[config.mk]
export PLATFORM = sky130hd
export DESIGN_NAME = spi_master_ctl
export DESIGN_NICKNAME = d
export VERILOG_FILES = /design/src/rtl/spi_mst_pkg.sv /design/src/rtl/spi_mst_clkgen.sv /design/src/rtl/spi_mst_shifter.sv /design/src/rtl/spi_mst_csctl.sv /design/src/rtl/spi_master_ctl.sv
export SDC_FILE = /design/constraint.sdc
export NUM_CORES = 1
export LEC_CHECK = 0
export BUFFER_PORTS_ARGS = -buffer_cell sky130_fd_sc_hd__buf_4
export CAP_MARGIN = 20
export CORE_MARGIN = 2
export CORE_UTILIZATION = 25
export CTS_BUF_LIST = sky130_fd_sc_hd__clkbuf_4 sky130_fd_sc_hd__clkbuf_8 sky130_fd_sc_hd__clkbuf_16
export CTS_CLUSTER_SIZE = 10
export DETAILED_ROUTE_END_ITERATION = 16
export SLEW_MARGIN = 20
export SYNTH_ARGS = -nofsm -noshare
export SYNTH_HDL_FRONTEND = slang
export SYNTH_SLANG_ARGS = --single-unit
[constraint.sdc]
create_clock -name clk -period 3.6 [get_ports clk]
set_clock_uncertainty 0.05 [all_clocks]
set_input_delay 0.36 -clock clk [delete_from_list [all_inputs] [get_ports clk]]
set_output_delay 0.36 -clock clk [all_outputs]
set_load 0.02 [all_outputs]
[src/rtl/spi_mst_pkg.sv]
package spi_mst_pkg;

   localparam int CFG_W   = 16;
   localparam int PRESC_W = 8;

   typedef struct packed {
      logic               route_int;
      logic               irq_en;
      logic               en;
      logic               stream;
      logic               same_edge;
      logic               ck_inv;
      logic               cs_hi;
      logic               lsb_first;
      logic [PRESC_W-1:0] presc;
   } cfg_t;

   localparam logic [CFG_W-1:0] CFG_RST = 16'h0002;

   localparam int PORT_EXT = 0;
   localparam int PORT_INT = 1;
   localparam int NPORT    = 2;

endpackage

[src/rtl/spi_mst_clkgen.sv]
module spi_mst_clkgen #(
   parameter int PRESC_W = 8
) (
   input  logic               clk,
   input  logic               rst_n,
   input  logic               start,
   input  logic               run,
   input  logic [PRESC_W-1:0] presc,
   output logic               tick
);

   if (PRESC_W < 1 || PRESC_W > 16) begin : g_bad_presc
      $error("spi_mst_clkgen: PRESC_W out of range");
   end

   logic [PRESC_W-1:0] cnt_q;
   logic [PRESC_W-1:0] lim_q;
   logic [PRESC_W-1:0] lim_d;

   assign lim_d = (presc == '0) ? PRESC_W'(1) : presc;
   assign tick  = run && (cnt_q == lim_q - PRESC_W'(1));

   always_ff @(posedge clk or negedge rst_n) begin
      if (!rst_n) begin
         cnt_q <= '0;
         lim_q <= PRESC_W'(1);
      end else if (start) begin
         cnt_q <= '0;
         lim_q <= lim_d;
      end else if (run) begin
         cnt_q <= tick ? '0 : cnt_q + PRESC_W'(1);
      end else begin
         cnt_q <= '0;
      end
   end

   AST_TICK_SPACING: assert property (@(posedge clk) disable iff (!rst_n)
      (tick && lim_q != PRESC_W'(1)) |=> !tick);

endmodule

[src/rtl/spi_mst_shifter.sv]
module spi_mst_shifter #(
   parameter int DATA_W = 8
) (
   input  logic              clk,
   input  logic              rst_n,
   input  logic              start,
   input  logic              abort,
   input  logic              tick,
   input  logic [DATA_W-1:0] tx_data,
   input  logic              lsb_first,
   input  logic              same_edge,
   input  logic              miso,
   output logic              busy,
   output logic              sclk_nom,
   output logic              mosi,
   output logic              fin,
   output logic              done,
   output logic [DATA_W-1:0] rx_data
);

   localparam int HALVES = 2 * DATA_W;
   localparam int HC_W   = $clog2(HALVES + 1);
   localparam logic [HC_W-1:0] LAST_HALF = HC_W'(HALVES);

   if (DATA_W < 2 || DATA_W > 32) begin : g_bad_width
      $error("spi_mst_shifter: DATA_W out of range");
   end

   logic [DATA_W-1:0] sh_q;
   logic [DATA_W-1:0] rx_q;
   logic [DATA_W-1:0] tx_rev;
   logic [DATA_W-1:0] sh_rev;
   logic [HC_W-1:0]   half_q;
   logic              busy_q, sclk_q, cap_q, lsb_q, same_q, done_q;

   for (genvar i = 0; i < DATA_W; i++) begin : g_rev
      assign tx_rev[i] = tx_data[DATA_W-1-i];
      assign sh_rev[i] = sh_q[DATA_W-1-i];
   end

   assign fin      = busy_q && tick && (half_q == LAST_HALF) && !abort;
   assign busy     = busy_q;
   assign sclk_nom = sclk_q;
   assign mosi     = busy_q & sh_q[DATA_W-1];
   assign done     = done_q;
   assign rx_data  = rx_q;

   always_ff @(posedge clk or negedge rst_n) begin
      if (!rst_n) begin
         sh_q   <= '0;
         rx_q   <= '0;
         half_q <= '0;
         busy_q <= 1'b0;
         sclk_q <= 1'b0;
         cap_q  <= 1'b0;
         lsb_q  <= 1'b0;
         same_q <= 1'b0;
         done_q <= 1'b0;
      end else begin
         done_q <= 1'b0;
         if (abort) begin
            busy_q <= 1'b0;
            sclk_q <= 1'b0;
         end else if (start) begin
            busy_q <= 1'b1;
            sh_q   <= lsb_first ? tx_rev : tx_data;
            lsb_q  <= lsb_first;
            same_q <= same_edge;
            half_q <= '0;
            sclk_q <= 1'b0;
            cap_q  <= 1'b0;
         end else if (busy_q && tick) begin
            if (half_q == LAST_HALF) begin
               busy_q <= 1'b0;
               done_q <= 1'b1;
               rx_q   <= lsb_q ? sh_rev : sh_q;
            end else begin
               sclk_q <= ~sclk_q;
               if (!half_q[0]) begin
                  if (same_q) sh_q <= {sh_q[DATA_W-2:0], miso};
                  else        cap_q <= miso;
               end else if (!same_q) begin
                  sh_q <= {sh_q[DATA_W-2:0], cap_q};
               end
            end
            half_q <= half_q + HC_W'(1);
         end
      end
   end

   AST_DONE_PULSE: assert property (@(posedge clk) disable iff (!rst_n)
      done_q |=> !done_q);
   AST_IDLE_SCLK: assert property (@(posedge clk) disable iff (!rst_n)
      $fell(busy_q) |-> !sclk_q);
   AST_NO_RESTART: assert property (@(posedge clk) disable iff (!rst_n)
      start |-> !busy_q);

endmodule

[src/rtl/spi_mst_csctl.sv]
module spi_mst_csctl (
   input  logic clk,
   input  logic rst_n,
   input  logic busy,
   input  logic fin,
   input  logic stream,
   input  logic en,
   output logic cs_act
);

   logic held_q;

   always_ff @(posedge clk or negedge rst_n) begin
      if (!rst_n) held_q <= 1'b0;
      else        held_q <= en & stream & (held_q | fin);
   end

   assign cs_act = busy | held_q;

   AST_CS_COVERS_BUSY: assert property (@(posedge clk) disable iff (!rst_n)
      busy |-> cs_act);
   AST_HOLD_NEEDS_STREAM: assert property (@(posedge clk) disable iff (!rst_n)
      (cs_act && !busy) |-> $past(stream));

endmodule

[src/rtl/spi_master_ctl.sv]
module spi_master_ctl
   import spi_mst_pkg::*;
#(
   parameter int DATA_W = 8
) (
   input  logic              clk,
   input  logic              rst_n,
   input  logic              cfg_we,
   input  logic [CFG_W-1:0]  cfg_wdata,
   output logic [CFG_W-1:0]  cfg_rdata,
   input  logic              dat_we,
   input  logic [DATA_W-1:0] dat_wdata,
   output logic [DATA_W-1:0] dat_rdata,
   output logic              busy,
   output logic              irq,
   output logic              ext_sclk,
   output logic              ext_cs,
   output logic              ext_mosi,
   input  logic              ext_miso,
   output logic              int_sclk,
   output logic              int_cs,
   output logic              int_mosi,
   input  logic              int_miso
);

   if ($bits(cfg_t) != CFG_W) begin : g_bad_cfg
      $error("spi_master_ctl: configuration layout does not fill the register");
   end

   cfg_t cfg_q;
   logic start, abort, tick, fin, done;
   logic busy_w, sclk_nom, mosi_nom, cs_act, miso_sel;
   logic [NPORT-1:0] p_sel, pin_sclk, pin_cs, pin_mosi;

   always_ff @(posedge clk or negedge rst_n) begin
      if (!rst_n)      cfg_q <= cfg_t'(CFG_RST);
      else if (cfg_we) cfg_q <= cfg_t'(cfg_wdata);
   end

   assign start = dat_we & cfg_q.en & ~busy_w;
   assign abort = busy_w & ~cfg_q.en;

   spi_mst_clkgen #(.PRESC_W(PRESC_W)) u_clk (
      .clk   (clk),
      .rst_n (rst_n),
      .start (start),
      .run   (busy_w),
      .presc (cfg_q.presc),
      .tick  (tick)
   );

   spi_mst_shifter #(.DATA_W(DATA_W)) u_shift (
      .clk       (clk),
      .rst_n     (rst_n),
      .start     (start),
      .abort     (abort),
      .tick      (tick),
      .tx_data   (dat_wdata),
      .lsb_first (cfg_q.lsb_first),
      .same_edge (cfg_q.same_edge),
      .miso      (miso_sel),
      .busy      (busy_w),
      .sclk_nom  (sclk_nom),
      .mosi      (mosi_nom),
      .fin       (fin),
      .done      (done),
      .rx_data   (dat_rdata)
   );

   spi_mst_csctl u_cs (
      .clk    (clk),
      .rst_n  (rst_n),
      .busy   (busy_w),
      .fin    (fin),
      .stream (cfg_q.stream),
      .en     (cfg_q.en),
      .cs_act (cs_act)
   );

   assign p_sel[PORT_EXT] = ~cfg_q.route_int;
   assign p_sel[PORT_INT] =  cfg_q.route_int;

   for (genvar i = 0; i < NPORT; i++) begin : g_port
      assign pin_sclk[i] = p_sel[i] ? (sclk_nom ^ cfg_q.ck_inv) : cfg_q.ck_inv;
      assign pin_cs[i]   = (p_sel[i] & cs_act) ? cfg_q.cs_hi : ~cfg_q.cs_hi;
      assign pin_mosi[i] = p_sel[i] & mosi_nom;
   end

   assign miso_sel  = cfg_q.route_int ? int_miso : ext_miso;
   assign ext_sclk  = pin_sclk[PORT_EXT];
   assign ext_cs    = pin_cs[PORT_EXT];
   assign ext_mosi  = pin_mosi[PORT_EXT];
   assign int_sclk  = pin_sclk[PORT_INT];
   assign int_cs    = pin_cs[PORT_INT];
   assign int_mosi  = pin_mosi[PORT_INT];
   assign cfg_rdata = cfg_q;
   assign busy      = busy_w;
   assign irq       = done & cfg_q.irq_en;

   AST_START_BUSY: assert property (@(posedge clk) disable iff (!rst_n)
      (dat_we && cfg_q.en && !busy_w) |=> busy_w);
   AST_DISABLED_IDLE: assert property (@(posedge clk) disable iff (!rst_n)
      !cfg_q.en |=> !busy_w);
   AST_IRQ_AT_FALL: assert property (@(posedge clk) disable iff (!rst_n)
      irq |-> (!busy_w && $past(busy_w)));

endmodule

# Word level (Yosys, flattened, before mapping)
# Cells that the tools add are included.
# op_classes
n_addsub	3
n_mux	36
reduce_logical	17
order_cmp	0
shifts	0
bitwise	21
eq_ne	7
n_div	0
mul	0
# ops
op	n
2-to-1 mux 8 bit	12
2-to-1 mux 1 bit	22
AND 1 bit	11
2-to-1 mux 5 bit	2
AND reduction 5 bit	2
nonzero test 3 bit	3
adder 8 x 1 -> 8 bit (second input constant)	1
equality test 8 bit	1
logical NOT 8 bit	1
AND reduction 2 bit	4
subtractor 8 x 1 -> 8 bit (second input constant)	1
inverter 1 bit	7
!= test 2 bit (second input constant)	3
adder 5 x 1 -> 5 bit (second input constant)	1
equality test 5 bit (second input constant)	1
logical AND 1 bit	4
AND reduction 4 bit	1
!= test 3 x 2 -> 1 bit (second input constant)	1
!= test 3 bit (second input constant)	1
OR 1 bit	2
nonzero test 2 bit	1
logical NOT 1 bit	1
XOR 1 bit	1
# totals
mem_bits_ro	0
n_memories	0
latchBits	0
wordCells	105
register_bits	60
inputBits	30
ram_bits	0

# Longest topological paths before layout
# logic_depth
depth_word	8
mapped_depth	9

# By module
# From an unflattened synthesis, not the netlist that was laid out.
# unflattened
hier_cells	273
area_unflattened_um2	3246.9
# by_module_without_submodules
mod	n_inst	cells_each	area_each_um2
spi_mst_shifter	1	127	1506.4
spi_mst_clkgen	1	94	949.7
spi_master_ctl	1	49	749.5
spi_mst_csctl	1	3	41.3

# Worst setup path after synthesis
# No wires, ideal clock.
# synth_timing
kind	reg-to-reg
start	reg u_clk.lim_q[0]
end	reg u_shift.half_q[3]
setup_slack_ps	1087
t_arrival_ps	2385
setup_time_ps	78
n_path_buf	1
path_stages_with_launch	9
period_less_slack_ps	2513
cell_sequence	dfstp_2 -> inv_1 -> ha_1 -> nor3_1 -> a211oi_1 -> or4_1 -> buf_2 -> or4_1 -> a21oi_1
# synth_via
elab_chain_len	6
# synth_lines
element	line	source
start: declaration	spi_mst_clkgen.sv:17	logic [PRESC_W-1:0] lim_q;
start signal: assignment	spi_mst_clkgen.sv:29	lim_q <= lim_d;
subtractor 8 x 1 -> 8 bit	spi_mst_clkgen.sv:21	assign tick = run && (cnt_q == lim_q - PRESC_W'(1));
equality test 8 bit	spi_mst_clkgen.sv:21	
logical AND 1 bit	spi_mst_clkgen.sv:21	
logical AND 1 bit	spi_mst_shifter.sv:72	end else if (busy_q && tick) begin
nonzero test 2 bit (no line)	-	
AND reduction 2 bit (no line)	-	
end signal: assignment	spi_mst_shifter.sv:86	half_q <= half_q + HC_W'(1);
end: declaration	spi_mst_shifter.sv:33	logic [HC_W-1:0] half_q;
# No other way between the ends.
# A chain may end at the register's enable or synchronous reset.

# Worst setup path after layout
# layout_timing
start	reg u_clk.lim_q[0]
end	reg u_shift.rx_q[2], in the netlist u_shift.rx_data[2]
# layout_via
elab_chain_len	5
# layout_lines
element	line	source
subtractor 8 x 1 -> 8 bit	spi_mst_clkgen.sv:21	
equality test 8 bit	spi_mst_clkgen.sv:21	
logical AND 1 bit	spi_mst_clkgen.sv:21	
logical AND 1 bit	spi_mst_shifter.sv:72	
AND reduction 4 bit (no line)	-	
end signal: assignment	spi_mst_shifter.sv:76	rx_q <= lsb_q ? sh_rev : sh_q;
end: declaration	spi_mst_shifter.sv:30	logic [DATA_W-1:0] rx_q;
# No other way between the ends.

==> reports/qor.csv <==
stage,metric,value,unit
run_status,status,completed,
layout,Layout area overhead,31.7,%
logic_synthesis,Netlist cell types,40,
clock_network,H-tree depth,3,
layout,antenna cell count,0,
logic_synthesis,#FFs+latches synth,60,
power,Comb power frac,22.4,%
routing,met3 WL,311,um
worst_setup_path,Max Fanout on Critical Path,8,
die,CORE AREA,12100,um2
routing,final WL,6840,um
routing,DRC,0,
placement,Post-DP Area,3750,um2
routing,Wirelength per Cell,12.9,um
layout,filler-free cell count of the finished design,532,
clock_network,Post CTS Setup Buffer Count,0,
logic_synthesis,Gate Count Post-Synth,299,
clock_network,Clock transition at path regs,0.05,ns
layout,most frequent cells in the layout,"buf_4, dfrtp_1, nand2_1, mux2_2, o21ai_0",
power,register share of total power,36.0,%
layout,area taken by flip-flops and latches,1500,um2
sta,setup TNS,0,ns
routing,DR vias/cell,4.52,
sta,highest clock rate,0.344,GHz
grt,first-pass GRT wire length,11600,um
die,DIE HEIGHT,116,um
grt,total track usage,11.1,%
clock_network,CTS buffer count,9,
layout,area of the multi-input gates,1530,um2
logic_synthesis,ys flop type,dfrtp_1,
layout,"most common cell after layout, fill and taps aside",buf_4,
worst_setup_path,crit end category,register,
layout,fin area,4120,um2
worst_setup_path,WS Path Type,reg2reg,
logic_synthesis,post-synth top area cell,dfrtp_1,
logic_synthesis,syn nets,333,
layout,final net count,393,
sta,Tmin final,2.91,ns
logic_synthesis,post-synthesis mux area share,18.0,%
sta,# setup viols final,0,
placement,IO buf count,61,
logic_synthesis,"Async S/R FF share, synth",100,%
routing,met1 wire length,3070,um
power,Internal,1.85,mW
power,PD cells,622,nW/um2
routing,vias post-DR,2406,
grt,pin count of the biggest net entering global routing,61,
run,Max Cap Viol,0,
die,die width,116,um
clock_network,Root Driver,clkbuf_16,
power,peak supply drop,299,uV
logic_synthesis,post-synthesis xor/xnor area fraction,5.32,%
sta,final worst path period share,80.8,%
min_path,Hold/Removal Path Class,in2async,
die,Cell Rows,40,
placement,Placer Congestion,0.814,
sta,Slew @ Worst Pin,0.754,ns
power,LEAKAGE,1.91,nW
logic_synthesis,post-synthesis average cell area,10.5,um2
logic_synthesis,Synth Area in Adders,1.60,%
power,sw frac,27.9,%
logic_synthesis,sequential cell area fraction in the yosys report,48.1,%
sta,Slew headroom,49.4,%
die,die area,13400,um2
clock_network,Clock Sink Count,60,
logic_synthesis,Post-Synth Simple-Gate Area,17.2,%
logic_synthesis,synthesis warning total,0,
grt,vias in the first global route,2391,
clock_network,Skew-Pair Late Insertion Delay,0.33,ns
logic_synthesis,synthesized area,3130,um2
placement,DP HPWL,4960,um
clock_network,clk buf depth,2,
die,Ports,62,
worst_setup_path,WP data required,3.76,ns
sta,worst setup margin,0.693,ns
routing,first-iteration detailed-routing DRC count,57,
worst_setup_path,Setup crit start kind,register,
sta,RSZ-0062 raised after global routing,no,
logic_synthesis,largest family of logic cells by synthesized area,multiplexers,
logic_synthesis,ranking of synthesized cells by area,"dfrtp_1, mux2_2, nand2_1, mux2i_1, o21ai_0",
power,sw power,0.714,mW
grt,Overflow after GRT,0,
worst_setup_path,Critical Path AT,3.07,ns
logic_synthesis,Post-synth EDFFs,0,
layout,layout cells sized above 1,34.6,%
grt,initial antenna violation count,0,
placement,Post-Place Setup Slack,0.687,ns
layout,number of fill cells in the layout,1262,
clock_network,TritonCTS clock tree,done,
routing,DR WL met2,3340,um
clock_network,Hold Buf Count CTS,0,
routing,top layer used by detailed routing,met4,
logic_synthesis,Synth top area share,46.4,%
clock_network,post-cts resize count,0,
sta,Final Hold Fails,0,
power,clock network power share,41.7,%
placement,dpl cells,516,
routing,number of routed nets with antenna violations,0,
die,Initial Util,25.8,%
sta,max-slew violations,0,
routing,First-pass DRT Iterations,4,
logic_synthesis,post-synthesis compound-gate area fraction,6.72,%
-- stage by stage --
stage                     hold WS, ns  power [mW]  util (%)
final                          0.0421        2.56      34.0
after global routing            0.105        2.71      34.0
after CTS                      0.0727        2.59      34.0
after detailed placement        0.426        1.51      30.9
after global placement          0.427        1.49      30.9
after floorplan                0.0144        1.32         -
-- cell usage after synthesis (5+ instances only) --
cell type	count
nand3_1	9
clkbuf_1	9
mux2i_1	10
o21ai_0	19
nand2b_1	5
xor2_1	9
mux2_2	41
a21oi_1	6
nand4_1	5
nor3_1	10
xnor2_1	10
inv_1	7
dfrtp_1	58
nand2_1	41
nor2_1	15
-- layout make-up --
cell class / instances / share of cell area [%]
flip-flops and latches: 60 / 36.5
repair buffers: 64 / 11.7
multi-input cells: 217 / 37.0
inverters: 7 / 0.638
clock inverters: 4 / 2.91
well taps: 168 / 5.10
clock buffers: 12 / 6.16
-- kinds of logic after synthesis --
kind of cell / after synthesis
AO/OA/AOI/OAI: 35
XOR/XNOR: 19
flip-flops: 60
adder cells (fa/ha/maj): 4
AND/OR/NAND/NOR: 108
buffers and inverters: 22
multiplexers: 51
-- layer usage --
metal | up-vias | track usage (%)
li1 | 1180 | -
met1 | 1172 | 14.0
met2 | 47 | 17.6
met3 | 7 | 3.92
met4 | 0 | 4.52
met5 | - | 0
-- state kept, by name, summed over array words and instances (netlist names) --
register	flops
cfg_rdata	16
u_shift.lsb_q	1
u_shift.half_q	5
u_shift.sclk_nom	1
u_shift.same_q	1
u_shift.cap_q	1
u_shift.sh_q	8
u_shift.done	1
u_clk.lim_q	8
u_clk.cnt_q	8
u_shift.busy	1
u_cs.held_q	1
u_shift.rx_data	8
-- path summary, 6_finish.rpt --
| check | start | to | slack, ns | depth (start not counted) |
|---|---|---|---|---|
| max in group asynchronous | rst_n | u_shift.busy | 2.97 | 1 |
| min in group clk | cfg_wdata[12] | cfg_rdata[12] | 0.21 | 2 |
| worst min-delay path | rst_n | u_shift.rx_data[2] | 0.04 | 1 |
| worst max-delay path | u_clk.lim_q[0] | u_shift.rx_data[2] | 0.69 | 7 |
| worst max register to register | u_clk.lim_q[0] | u_shift.rx_data[2] | 0.69 | 7 |
| worst min register to register | u_clk.lim_q[7] | u_clk.lim_q[7] | 0.44 | 2 |
-- power by group through the flow --
stage / clock, mW / sequential, mW / combinational, mW
3_3_place_gp: 0 / 0.924 / 0.570
3_5_place_dp: 0 / 0.931 / 0.578
4_1_cts: 1.09 / 0.921 / 0.581
5_1_grt: 1.13 / 0.943 / 0.641
6_report: 1.07 / 0.921 / 0.573
2_1_floorplan: 0 / 0.897 / 0.427
-- worst max-delay path: stages, from the launching register on --
cell and delay [ns]:
dfstp_2 0.58, inv_1 0.07, ha_1 0.29, nor3_1 0.22
a211oi_1 0.10, nor3_1 0.66, nand4_2 0.44, mux2_2 0.39
Note: power is estimated with default switching activity, not from simulation.
